[config.mk]
export PLATFORM = sky130hd
export DESIGN_NAME = grp_handshake_ctrl
export DESIGN_NICKNAME = d
export VERILOG_FILES = /design/src/rtl/grp_hs_pkg.sv /design/src/rtl/grp_rst_sync.sv /design/src/rtl/grp_done_tracker.sv /design/src/rtl/grp_seq_cursor.sv /design/src/rtl/grp_handshake_ctrl.sv
export SDC_FILE = /design/constraint.sdc
export NUM_CORES = 1
export LEC_CHECK = 0
export BUFFER_PORTS_ARGS = -buffer_cell sky130_fd_sc_hd__buf_2
export CELL_PAD_IN_SITES_DETAIL_PLACEMENT = 0
export CELL_PAD_IN_SITES_GLOBAL_PLACEMENT = 1
export CORE_AREA = 2 2 39 41
export DETAILED_ROUTE_END_ITERATION = 12
export DIE_AREA = 0 0 41 43
export PLACE_DENSITY = 0.65
export SLEW_MARGIN = 20
export SYNTH_ARGS = -nofsm -noshare
export SYNTH_HDL_FRONTEND = slang
export SYNTH_SLANG_ARGS = --single-unit
[constraint.sdc]
create_clock -name clk -period 0.9 [get_ports clk]
set_input_delay 0.135 -clock clk [delete_from_list [all_inputs] [get_ports clk]]
set_output_delay 0.135 -clock clk [all_outputs]
set_load 0.1 [all_outputs]
[src/rtl/grp_hs_pkg.sv]
package grp_hs_pkg;

  // Controller phases: waiting for a request, children active, group reported done.
  typedef enum logic [1:0] {
    ST_IDLE = 2'd0,
    ST_RUN  = 2'd1,
    ST_DONE = 2'd2
  } grp_state_e;

endpackage

[src/rtl/grp_rst_sync.sv]
module grp_rst_sync #(
  parameter int STAGES = 2
) (
  input  logic clk,
  input  logic arst_n,
  output logic srst_n
);
  logic [STAGES-1:0] shreg;

  // Reset is applied at once; its release passes through STAGES flops.
  always_ff @(posedge clk or negedge arst_n) begin
    if (!arst_n) shreg <= '0;
    else         shreg <= {shreg[STAGES-2:0], 1'b1};
  end

  assign srst_n = shreg[STAGES-1];
endmodule

[src/rtl/grp_done_tracker.sv]
module grp_done_tracker #(
  parameter int N_CHILD = 4
) (
  input  logic               clk,
  input  logic               rst_n,
  input  logic               clr,
  input  logic               capture,
  input  logic [N_CHILD-1:0] rdy_in,
  output logic               all_done
);
  logic [N_CHILD-1:0] seen_q, seen_d;
  logic               seen_en;

  // The sticky bits are loaded while running and cleared while idle.
  assign seen_en = clr | capture;

  always_comb begin
    seen_d = seen_q;
    if (clr)          seen_d = '0;
    else if (capture) seen_d = seen_q | rdy_in;
  end

  always_ff @(posedge clk or negedge rst_n) begin
    if (!rst_n)       seen_q <= '0;
    else if (seen_en) seen_q <= seen_d;
  end

  // The group counts as done in the cycle in which the last child reports.
  assign all_done = capture & (&(seen_q | rdy_in));
endmodule

[src/rtl/grp_seq_cursor.sv]
module grp_seq_cursor #(
  parameter int N_CHILD = 4,
  localparam int IDX_W  = (N_CHILD > 1) ? $clog2(N_CHILD) : 1
) (
  input  logic               clk,
  input  logic               rst_n,
  input  logic               clr,
  input  logic               step,
  output logic [IDX_W-1:0]   idx,
  output logic               at_last,
  output logic [N_CHILD-1:0] sel_onehot
);
  localparam logic [IDX_W-1:0]   LAST_IDX = IDX_W'(N_CHILD - 1);
  localparam logic [N_CHILD-1:0] ONE_HOT0 = N_CHILD'(1);

  logic [IDX_W-1:0] idx_q, idx_d;
  logic             idx_en;

  assign idx_en = clr | step;

  always_comb begin
    idx_d = idx_q;
    if (clr)       idx_d = '0;
    else if (step) idx_d = idx_q + IDX_W'(1);
  end

  always_ff @(posedge clk or negedge rst_n) begin
    if (!rst_n)      idx_q <= '0;
    else if (idx_en) idx_q <= idx_d;
  end

  assign idx        = idx_q;
  assign at_last    = (idx_q == LAST_IDX);
  assign sel_onehot = ONE_HOT0 << idx_q;
endmodule

[src/rtl/grp_handshake_ctrl.sv]
module grp_handshake_ctrl
  import grp_hs_pkg::*;
#(
  parameter int N_CHILD  = 4,
  parameter bit PAR_MODE = 1'b1,
  parameter int SYNC_STG = 2
) (
  input  logic               clk,
  input  logic               rst_n,
  input  logic               start_val,
  output logic               done_rdy,
  output logic [N_CHILD-1:0] child_val,
  input  logic [N_CHILD-1:0] child_rdy
);
  logic       rst_sync_n;
  grp_state_e state_q, state_d;
  logic       running, idle, group_done;
  logic [N_CHILD-1:0] run_val;

  grp_rst_sync #(.STAGES(SYNC_STG)) u_rst_sync (
    .clk    (clk),
    .arst_n (rst_n),
    .srst_n (rst_sync_n)
  );

  assign running = (state_q == ST_RUN);
  assign idle    = (state_q == ST_IDLE);

  generate
    if (PAR_MODE) begin : g_par
      // All children are active at once; completion needs every ready seen once.
      grp_done_tracker #(.N_CHILD(N_CHILD)) u_track (
        .clk      (clk),
        .rst_n    (rst_sync_n),
        .clr      (idle),
        .capture  (running),
        .rdy_in   (child_rdy),
        .all_done (group_done)
      );
      assign run_val = '1;
    end else begin : g_seq
      localparam int IDX_W = (N_CHILD > 1) ? $clog2(N_CHILD) : 1;
      logic [IDX_W-1:0]   cur_idx;
      logic               cur_last;
      logic               cur_rdy;
      logic [N_CHILD-1:0] cur_sel;

      // Only the active child's ready is looked at; the others are ignored.
      assign cur_rdy = running & child_rdy[cur_idx];

      grp_seq_cursor #(.N_CHILD(N_CHILD)) u_cursor (
        .clk        (clk),
        .rst_n      (rst_sync_n),
        .clr        (idle),
        .step       (cur_rdy & ~cur_last),
        .idx        (cur_idx),
        .at_last    (cur_last),
        .sel_onehot (cur_sel)
      );
      assign group_done = cur_rdy & cur_last;
      assign run_val    = cur_sel;
    end
  endgenerate

  // Next-state process.
  always_comb begin
    state_d = state_q;
    unique case (state_q)
      ST_IDLE: if (start_val)  state_d = ST_RUN;
      ST_RUN:  if (group_done) state_d = ST_DONE;
      ST_DONE: if (!start_val) state_d = ST_IDLE;
      default:                 state_d = ST_IDLE;
    endcase
  end

  // State register.
  always_ff @(posedge clk or negedge rst_sync_n) begin
    if (!rst_sync_n) state_q <= ST_IDLE;
    else             state_q <= state_d;
  end

  // Output process: every output has a value in every state.
  always_comb begin
    child_val = '0;
    done_rdy  = 1'b0;
    unique case (state_q)
      ST_RUN:  child_val = run_val;
      ST_DONE: done_rdy  = 1'b1;
      default: ;
    endcase
  end
endmodule

==> summary.md, run 1 <==
| Metric | Value |
|---|---|
| Worst r2r path cells | 5 |
| Iter 0 DRT Violations | 0 |
| Fin crit share | 139.5% |
| Largest net degree at the start of global routing | 7 |
| Failing checks | setup timing |
| Sinks on Clock Net | 8 |
| Min-delay worst type | flop to asynchronous set/reset pin |
| Core Util, Final | between 40% and 50% |
| I/O pin total | 12 |
| Setup Total Neg Slack | -2.877 ns |
| Commonest cells in the netlist | dfrtp_1, a21oi_1, buf_4, inv_1, nand2b_1 |
| Clk_lat worst skew | between 0.2 and 0.25 ns |
| Height of the die | 43 microns |
| Port Buffers | 11 |
| Top-area cell type share of the netlist area | a little under three fifths |
| Avg Cell Area, Syn | 10.96 sq um |
| Register area share after synthesis | 55.36% |
| Average vias per placed instance | about 4.2 |
| Hold Vio Cnt, Final | 0 |
| Crit path max fanout | 4 |
| RSZ-0062 raised after global routing | true |
| Max_cap viols | 0 |
| Clock Path Buffers | 2 |
| Clock Tree Root | clkbuf_4 |
| Fmax | approximately 800 MHz |
| CTS tree | yes |
| Vias in the first global route | between 300 and 400 |
| Commonest register cell after synthesis | dfrtp_1 |
| Gate Count Post-Synth | 33 |
| Die Area | 1763 sq um |
| Cell area after synthesis | between 300 and 400 sq um |
| DRC | 0 |
| Drt total wl | 713 microns |
| Netlist cell types | 13 |
| Worst EP arrival | 1.12 ns |
| DRT Pass-1 Iters | 1 |
| Total gr overflow | 0 |
| Yosys Warn Count | 0 |
| Via count | approximately 280 |
| Fraction of registers with async set or reset after synthesis | 100.0% |
| Final setup viols | 11 |
| Min setup slack post-route | -0.3554 ns |
| Synth top area cells | dfrtp_1, buf_4, nand2b_1 |
| Run status | complete, but fails checks |
| Reg clk slew, reported paths | ~0.050 ns |
| Die X | 41 microns |
| Worst setup EP type | output pin |
| Seq cells post-synth | 8 |
| Total track usage | between 10% and 20% |
| WL/cell | approximately 11 microns |
| Initial Util | between 20% and 30% |
| Nets | 60 |
| Slew Limit Fails | 0 |
| CP Data Required Time | approximately 0.76 ns |
| Gp weighted congestion | 0.6693 |
| Crit path kind | flop to output pin |
| Final Critical Period | ~1.3 ns |
| Area Growth Syn to Fin | 79.93% |
| Layout cells sized above 1 | roughly 67% |
| Area leader, netlist | dfrtp_1 |
| # rows | 14 |
| Htree depth | 1 |
| Post-synth net total | 40 |
| EDFF count, synth | 0 |
| Most instantiated library cell after synthesis | dfrtp_1 |
| Routed Antenna Nets | 0 |
| Diodes inserted | 0 |
| Layout Skew | between 0.0015 and 0.002 ns |
| CP Launch Type | flop |
| CORE AREA | about 1400 sq um |
| Initial antenna violation count | 0 |
| First-pass GRT wire length | roughly 1400 microns |
| CTS Buf Count | 3 |
critical path: stages, from the launching register on:
cell and delay, ns:
dfrtp_1 0.41, nor2b_4 0.16, buf_12 0.14, buf_12 0.17
layer usage:
layer / vias up / wire [microns] / track usage (%)
met1: 134 / 272 / 15.44
met3: 0 / 44 / 1.571
met2: 6 / 396 / 17.50
met5: - / 0 / 0
met4: 0 / 0 / 8.000
li1: 141 / - / -
cell type report:
class / instances / area [sq um]
well taps: 16 / 20.02
clock buffers: 3 / 22.52
repair buffers: 19 / 216.5
fillers: 132 / 733.2
multi-input cells: 17 / 176.4
flip-flops and latches: 8 / 200.2
inverters: 4 / 15.01
sequential cells by signal (all words and copies together), names as in the netlist:
name,cells
state_q,2
g_par.u_track.seen_q,4
u_rst_sync.shreg,2
cells in the final DEF, fill, tap and decap left out:
cell / instances
inv_1: 4
nand2b_4: 4
a311oi_2: 1
nor2_4: 1
buf_12: 6
a21oi_2: 4
nor2b_4: 1
dlygate4sd3_1: 1
buf_4: 3
a32o_1: 1
o22a_2: 1
conb_1: 1
and2b_4: 1
buf_2: 6
nor2_1: 1
dfrtp_1: 8
clkbuf_4: 3
o22a_1: 1
buf_6: 3
metrics by stage:
stage | instances | cell area (sq um) | setup WS, ns | hold WS [ns]
after floorplan | 33 | 379.1 | -0.1936 | -0.1606
after global placement | 60 | 526.8 | -0.1230 | -0.07997
after detailed placement | 60 | 526.8 | -0.1576 | -0.07706
after CTS | 69 | 665.6 | -0.3592 | 0.1010
after global routing | 67 | 650.6 | -0.4044 | 0.1365
final | 67 | 650.6 | -0.3554 | 0.09193
path summary, 6_finish.rpt:
| check | startpoint | to | slack [ns] |
|---|---|---|---|
| hold reg to reg | u_rst_sync.shreg[1] | g_par.u_track.seen_q[1] | 0.09 |
| max in group asynchronous | rst_n | u_rst_sync.shreg[0] | 0.60 |
| setup / recovery | state_q[1] | child_val[1] | -0.36 |
| setup reg to reg | state_q[1] | g_par.u_track.seen_q[2] | -0.21 |
| hold / removal | u_rst_sync.shreg[1] | g_par.u_track.seen_q[1] | 0.09 |
| min in group clk | start_val | state_q[1] | 0.13 |
cells by family after synthesis:
kind of cell           count (synthesis)  share of synthesized area, %
flip-flops                             8                         55.36
AO/OA/AOI/OAI                          8                         17.65
buffers and inverters                  8                         12.46
AND/OR/NAND/NOR                        8                         13.50
other                                  1                         1.037
timing repair:
| item | 4_1_cts | 5_1_grt |
|---|---|---|
| gates resized for setup | 14 | 1 |
| pin swaps | 5 | 3 |
| hold buffers | 1 | 0 |
| hold endpoints to repair | 2 | 0 |
| cloned | 0 | 0 |
| buffers inserted | 5 | 0 |
| setup endpoints to repair | 11 | 11 |
Power of run 1 is not shown: default switching activity piles up to over one toggle a cycle in this logic, so the estimate is an artifact.
==> run 2, diff against run 1 <==
- GPL_TIMING_DRIVEN: default -> 0
==> run 2 against run 1 <==
Compared with the run above: the run still ends with setup timing left; sequential share of layout area rose by 2.5 points; via count up 3.2%; critical path depth unchanged; die area unchanged; register-to-register slack better by 0.06 ns; first-iteration DRC count unchanged.
==> summary.md, run 2 (synthesis gave the netlist of run 1 again) <==
| Metric | Value |
|---|---|
| FF-to-FF End | g_par.u_track.seen_q[0] |
| DP Wirelength | approximately 490 microns |
| Most frequent cells in the layout | dfrtp_1, buf_2, buf_12, buf_4 |
| Worst r2r path cells | 3 (-2) |
| # rows | 14 (unchanged) |
| Worst EP arrival | 1.16 ns (+0.04 ns) |
| FF+latch area | 201.4 sq um (+0.62%) |
| First-pass GRT wire length | 1311 microns (-5.0%) |
| DRC | 0 (unchanged) |
| Regs by FF count | g_par.u_track.seen_q (4), state_q (2), u_rst_sync.shreg (2) |
| CORE AREA | 1384 sq um (unchanged) |
| RSZ-0062 raised after global routing | true |
| Iter 0 DRT Violations | 0 (unchanged) |
| Reg clk slew, reported paths | 0.05 ns (about the same) |
| Die X | 41 microns (unchanged) |
| Min-delay worst type | flop to asynchronous set/reset pin |
| Drt total wl | 665 microns (-6.7%) |
| CP Launch Type | flop |
| Reg2reg setup slack | -0.15 ns (+0.06 ns) |
| Final setup viols | 11 (unchanged) |
| Crit path max fanout | 5 (+1) |
| Total track usage | 11.29% (-0.61 points) |
| Max_cap viols | 0 (unchanged) |
| Sinks on Clock Net | 8 (unchanged) |
| Clock Tree Root | clkbuf_4 |
| Average vias per placed instance | 4.203 (+0.21%) |
| Routed Antenna Nets | 0 (unchanged) |
| Nets | 62 (+3.3%) |
| Diodes inserted | 0 (unchanged) |
| Filler cells | 142 (+7.6%) |
| Gp weighted congestion | 0.5862 (-12%) |
| Via count | 290 (+3.2%) |
| Slew Limit Fails | 0 (unchanged) |
| CTS Buf Count | 3 (unchanged) |
| Height of the die | 43 microns (unchanged) |
| Fin crit share | 143.5% (+4.1 points) |
| Clk_lat worst skew | 0.24 ns (about the same) |
| Vias in the first global route | 320 (-5.0%) |
| Total gr overflow | 0 (unchanged) |
| Initial antenna violation count | 0 (unchanged) |
| Run status | complete, but fails checks |
| Hold Vio Cnt, Final | 0 (unchanged) |
| Initial Util | 26.13% (unchanged) |
| Largest net degree at the start of global routing | 7 (unchanged) |
| Port Buffers | 11 (unchanged) |
| Die Area | 1763 sq um (unchanged) |
| DRT Pass-1 Iters | 1 (unchanged) |
| Htree depth | 1 (unchanged) |
| Most common cell after layout, fill and taps aside | dfrtp_1 |
| Layout Skew | 0.001633 ns (+0.00009587 ns) |
| CTS tree | yes |
| Setup Total Neg Slack | -2.673 ns (+0.2032 ns) |
| Clock Path Buffers | 2 (unchanged) |
| Layout cells sized above 1 | 52.83% (-14 points) |
| I/O pin total | 12 (unchanged) |
| Final Critical Period | 1.292 ns (+0.03647 ns) |
| Multi-input logic area | 123.9 sq um (-30%) |
| Area Growth Syn to Fin | 67.47% |
| Core Util, Final | 43.76% (-3.3 points) |
| Fmax | 774.0 MHz (-2.8%) |
| Largest Register | g_par.u_track.seen_q |
| WL/cell | 9.638 microns (-9.4%) |
| CP Data Required Time | 0.76 ns (about the same) |
| Worst setup EP type | output pin |
| R2R Path Start | state_q[1] |
| Crit path kind | flop to output pin |
| Max reg flops | 4 (unchanged) |
| Failing checks | setup timing |
| Min setup slack post-route | -0.3919 ns (-0.03647 ns) |
[run 2: changes by cell type in the layout (fill, tap and decap cells not counted)]
| cell | change |
|---|---|
| buf_12 | -1 |
| nand2b_4 | -4 |
| nand2b_1 | +4 |
| a21oi_2 | -4 |
| dfrtp_1 | -1 |
| nor2_1 | +1 |
| dfrtp_2 | +1 |
| buf_4 | +2 |
| buf_6 | +1 |
| a21oi_1 | +4 |
| nor2_4 | -1 |
[run 2: timing repair]
action / in CTS / in global routing
pin swaps: 2 / 1
hold buffers: 1 / 0
setup buffers: 3 / 2
resized for setup: 22 / 0
hold endpoints to repair: 2 / 0
setup endpoints to repair: 11 / 11
[run 2: layout make-up]
class                   count  share of cell area [%]
multi-input cells          17                   20.45
flip-flops and latches      8                   33.26
inverters                   4                   2.479
repair buffers             17                   29.34
clock buffers               3                   3.719
well taps                  16                   3.306
plain buffers               4                   7.438
[run 2: layer usage]
| layer | part of all wire, % | track usage [%] |
|---|---|---|
| met5 | 0 | 0 |
| met1 | 45 | 15.10 |
| met4 | 0 | 8.000 |
| met3 | 5.9 | 3.141 |
| met2 | 49 | 15.00 |
[run 2: worst max-delay path by stage]
stage,from,end,slack [ns],cells past startpoint
after floorplan,state_q[0],state_q[1],-0.19,2
after global placement,state_q[1],child_val[1],-0.54,3
after detailed placement,state_q[1],child_val[3],-0.53,3
after CTS,state_q[1],child_val[1],-0.41,3
after global routing,state_q[0],child_val[2],-0.45,3
final,state_q[1],child_val[2],-0.39,3
[run 2: metrics by stage]
step | hold WS, ns | instance area [sq um] | instances | setup WS [ns]
after floorplan | -0.1606 | 379.1 | 33 | -0.1936
after global placement | -0.07974 | 454.2 | 60 | -0.5358
after detailed placement | -0.07796 | 454.2 | 60 | -0.5320
after CTS | 0.1028 | 590.6 | 67 | -0.4105
after global routing | 0.1135 | 605.6 | 69 | -0.4459
final | 0.08850 | 605.6 | 69 | -0.3919
[run 2: critical path: stages (launching register included)]
cell	delay (ns)
dfrtp_2	0.43
nor2b_4	0.19
buf_6	0.13
buf_12	0.16
Power of run 2 is left out for the same reason.
==> run 3, diff against run 2 <==
- BUFFER_PORTS_ARGS: -buffer_cell sky130_fd_sc_hd__buf_2 -> -buffer_cell sky130_fd_sc_hd__buf_4
- CELL_PAD_IN_SITES_DETAIL_PLACEMENT: 0 -> 1
==> run 3 against run 2 <==
Compared with the run above: the run still ends with setup timing left; core utilization rose by 4.6 points; first-iteration DRC count up 1; clock-buffer cell count unchanged; fmax fell by 2.2%; sequential cell count unchanged; routed wire length up 17%; cell count is the same; setup slack worse by 0.029 ns; worst hold slack better by 0.0031 ns; largest cell class unchanged.
==> summary.md, run 3 (synthesis gave the netlist of run 1 again) <==
| Metric | Value |
|---|---|
| Iter 0 DRT Violations | 1 (+1) |
| Drt total wl | 776 microns (+17%) |
| DRC | 0 (unchanged) |
| Core Util, Final | 48.37% (+4.6 points) |
| Final Instance Area | 669.4 sq um (+11%) |
| Die X | 41 microns (unchanged) |
| Worst setup EP type | output pin |
| Die Area | 1763 sq um (unchanged) |
| Crit path launch | state_q[1] |
| Final Critical Period | 1.321 ns (+0.02867 ns) |
| # rows | 14 (unchanged) |
| Reg2reg setup slack | -0.12 ns (+0.03 ns) |
| Layout cells sized above 1 | 67.92% (+15 points) |
| Crit path kind | flop to output pin |
| Fmax | 757.2 MHz (-2.2%) |
| Diodes inserted | 0 (unchanged) |
| Nets | 62 (unchanged) |
| Initial antenna violation count | 0 (unchanged) |
| DP Wirelength | 505.3 microns (+3.9%) |
| Max_cap viols | 0 (unchanged) |
| CTS Buf Count | 3 (unchanged) |
| Htree depth | 1 (unchanged) |
| Most common cell after layout, fill and taps aside | buf_4 |
| FF+latch area | 201.4 sq um (unchanged) |
| Fin crit share | 146.7% (+3.2 points) |
| CP Launch Type | flop |
| Cell Count, Final, Fillers Out | 69 (unchanged) |
| Clock Tree Root | clkbuf_4 |
| Crit-path cells | nor2b_4 -> buf_6 -> buf_12 |
| Final setup viols | 11 (unchanged) |
| R2R Path Start | state_q[0] |
| Total track usage | 11.51% (+0.22 points) |
| Crit path max fanout | 5 (unchanged) |
| Placed cells | 60 (unchanged) |
| Clk_lat worst skew | 0.26 ns (+0.02 ns) |
| Max reg flops | 4 (unchanged) |
| Slowest stage cell, crit path | dfrtp_2 |
| Hold Vio Cnt, Final | 0 (unchanged) |
| Average vias per placed instance | 4.290 (+2.1%) |
| Failing checks | setup timing |
| Most frequent cells in the layout | buf_4, dfrtp_1, buf_6, buf_12 |
| CTS tree | yes |
| First-pass GRT wire length | 1221 microns (-6.9%) |
| Multi-input logic area | 168.9 sq um (+36%) |
| Initial Util | 26.13% (unchanged) |
| Min-delay worst type | flop to asynchronous set/reset pin |
| Layout Skew | 0.002819 ns (+0.001187 ns) |
| CORE AREA | 1384 sq um (unchanged) |
| Filler cells | 148 (+4.2%) |
| Routed Antenna Nets | 0 (unchanged) |
| WL/cell | 11.25 microns (+17%) |
| Area Growth Syn to Fin | 85.12% |
| Port Buffers | 11 (unchanged) |
| Min setup slack post-route | -0.4206 ns (-0.02867 ns) |
| Regs by FF count | g_par.u_track.seen_q (4), state_q (2), u_rst_sync.shreg (2) |
| RSZ-0062 raised after global routing | true |
| Sinks on Clock Net | 8 (unchanged) |
| Largest Register | g_par.u_track.seen_q |
| Area after DPL | 481.7 sq um (+6.1%) |
| Largest net degree at the start of global routing | 7 (unchanged) |
| I/O pin total | 12 (unchanged) |
| Slew Limit Fails | 0 (unchanged) |
| Total gr overflow | 0 (unchanged) |
| Worst EP arrival | 1.19 ns (+0.03 ns) |
| Gp weighted congestion | 0.5994 (+2.3%) |
| Run status | complete, but fails checks |
| Vias in the first global route | 305 (-4.7%) |
| Reg clk slew, reported paths | 0.05 ns (about the same) |
| Worst stage delay on the critical path | 0.44 ns (about the same) |
| Setup Total Neg Slack | -2.264 ns (+0.4089 ns) |
| Clock Path Buffers | 2 (unchanged) |
| Via count | 296 (+2.1%) |
| Height of the die | 43 microns (unchanged) |
| CP Data Required Time | 0.76 ns (about the same) |
| DRT Pass-1 Iters | 2 (+1) |
run 3: changes by cell type in the layout (fill, tap and decap cells not counted), moves of 3 or more:
cell / previous run / this run
buf_2: 6 / 0
buf_4: 5 / 10
a21oi_1: 4 / 0
a21oi_2: 0 / 4
nand2b_1: 4 / 1
nand2b_4: 0 / 3
run 3: critical path: cells and delay by family, from the launching register on:
family / cells / cell delay [ns]
buffers and inverters: 2 / 0.29
and+or+nand+nor: 1 / 0.20
DFF: 1 / 0.44
run 3: through the flow:
stage | worst slack, ns | hold slack, ns
floorplan | -0.1936 | -0.1606
global placement | -0.3985 | -0.08231
detailed placement | -0.3946 | -0.08098
CTS | -0.4126 | 0.1043
global route | -0.4691 | 0.1076
finish | -0.4206 | 0.09159
run 3: path summary, 6_finish.rpt:
kind | endpoint | cells after the start
max in group asynchronous | state_q[1] | 0
min in group clk | state_q[1] | 2
worst max-delay path | child_val[2] | 3
worst min-delay path | g_par.u_track.seen_q[2] | 0
worst min register to register | g_par.u_track.seen_q[2] | 0
worst max register to register | state_q[1] | 3
run 3: area by class of cell:
cell class | instances | share of cell area [%]
flip-flops and latches | 8 | 30.09
repair buffers | 17 | 29.35
multi-input cells | 17 | 25.23
plain buffers | 4 | 6.729
clock buffers | 3 | 3.364
well taps | 16 | 2.991
inverters | 4 | 2.243
run 3: repair_timing:
item,CTS,global route
endpoints found under the hold margin,2,0
resized for setup,17,10
buffers inserted,4,1
endpoints found under the setup margin,11,11
hold buffers,1,0
cloned,0,0
pin swaps,2,4
run 3: per-layer routing:
layer | track usage [%] | part of all wire [%] | vias up
met5 | 0 | 0 | -
met4 | 8.000 | 3.6 | 0
met3 | 7.853 | 7.3 | 4
met2 | 15.31 | 46 | 9
met1 | 12.46 | 43 | 138
li1 | - | - | 145
Power of run 3 is left out for the same reason.
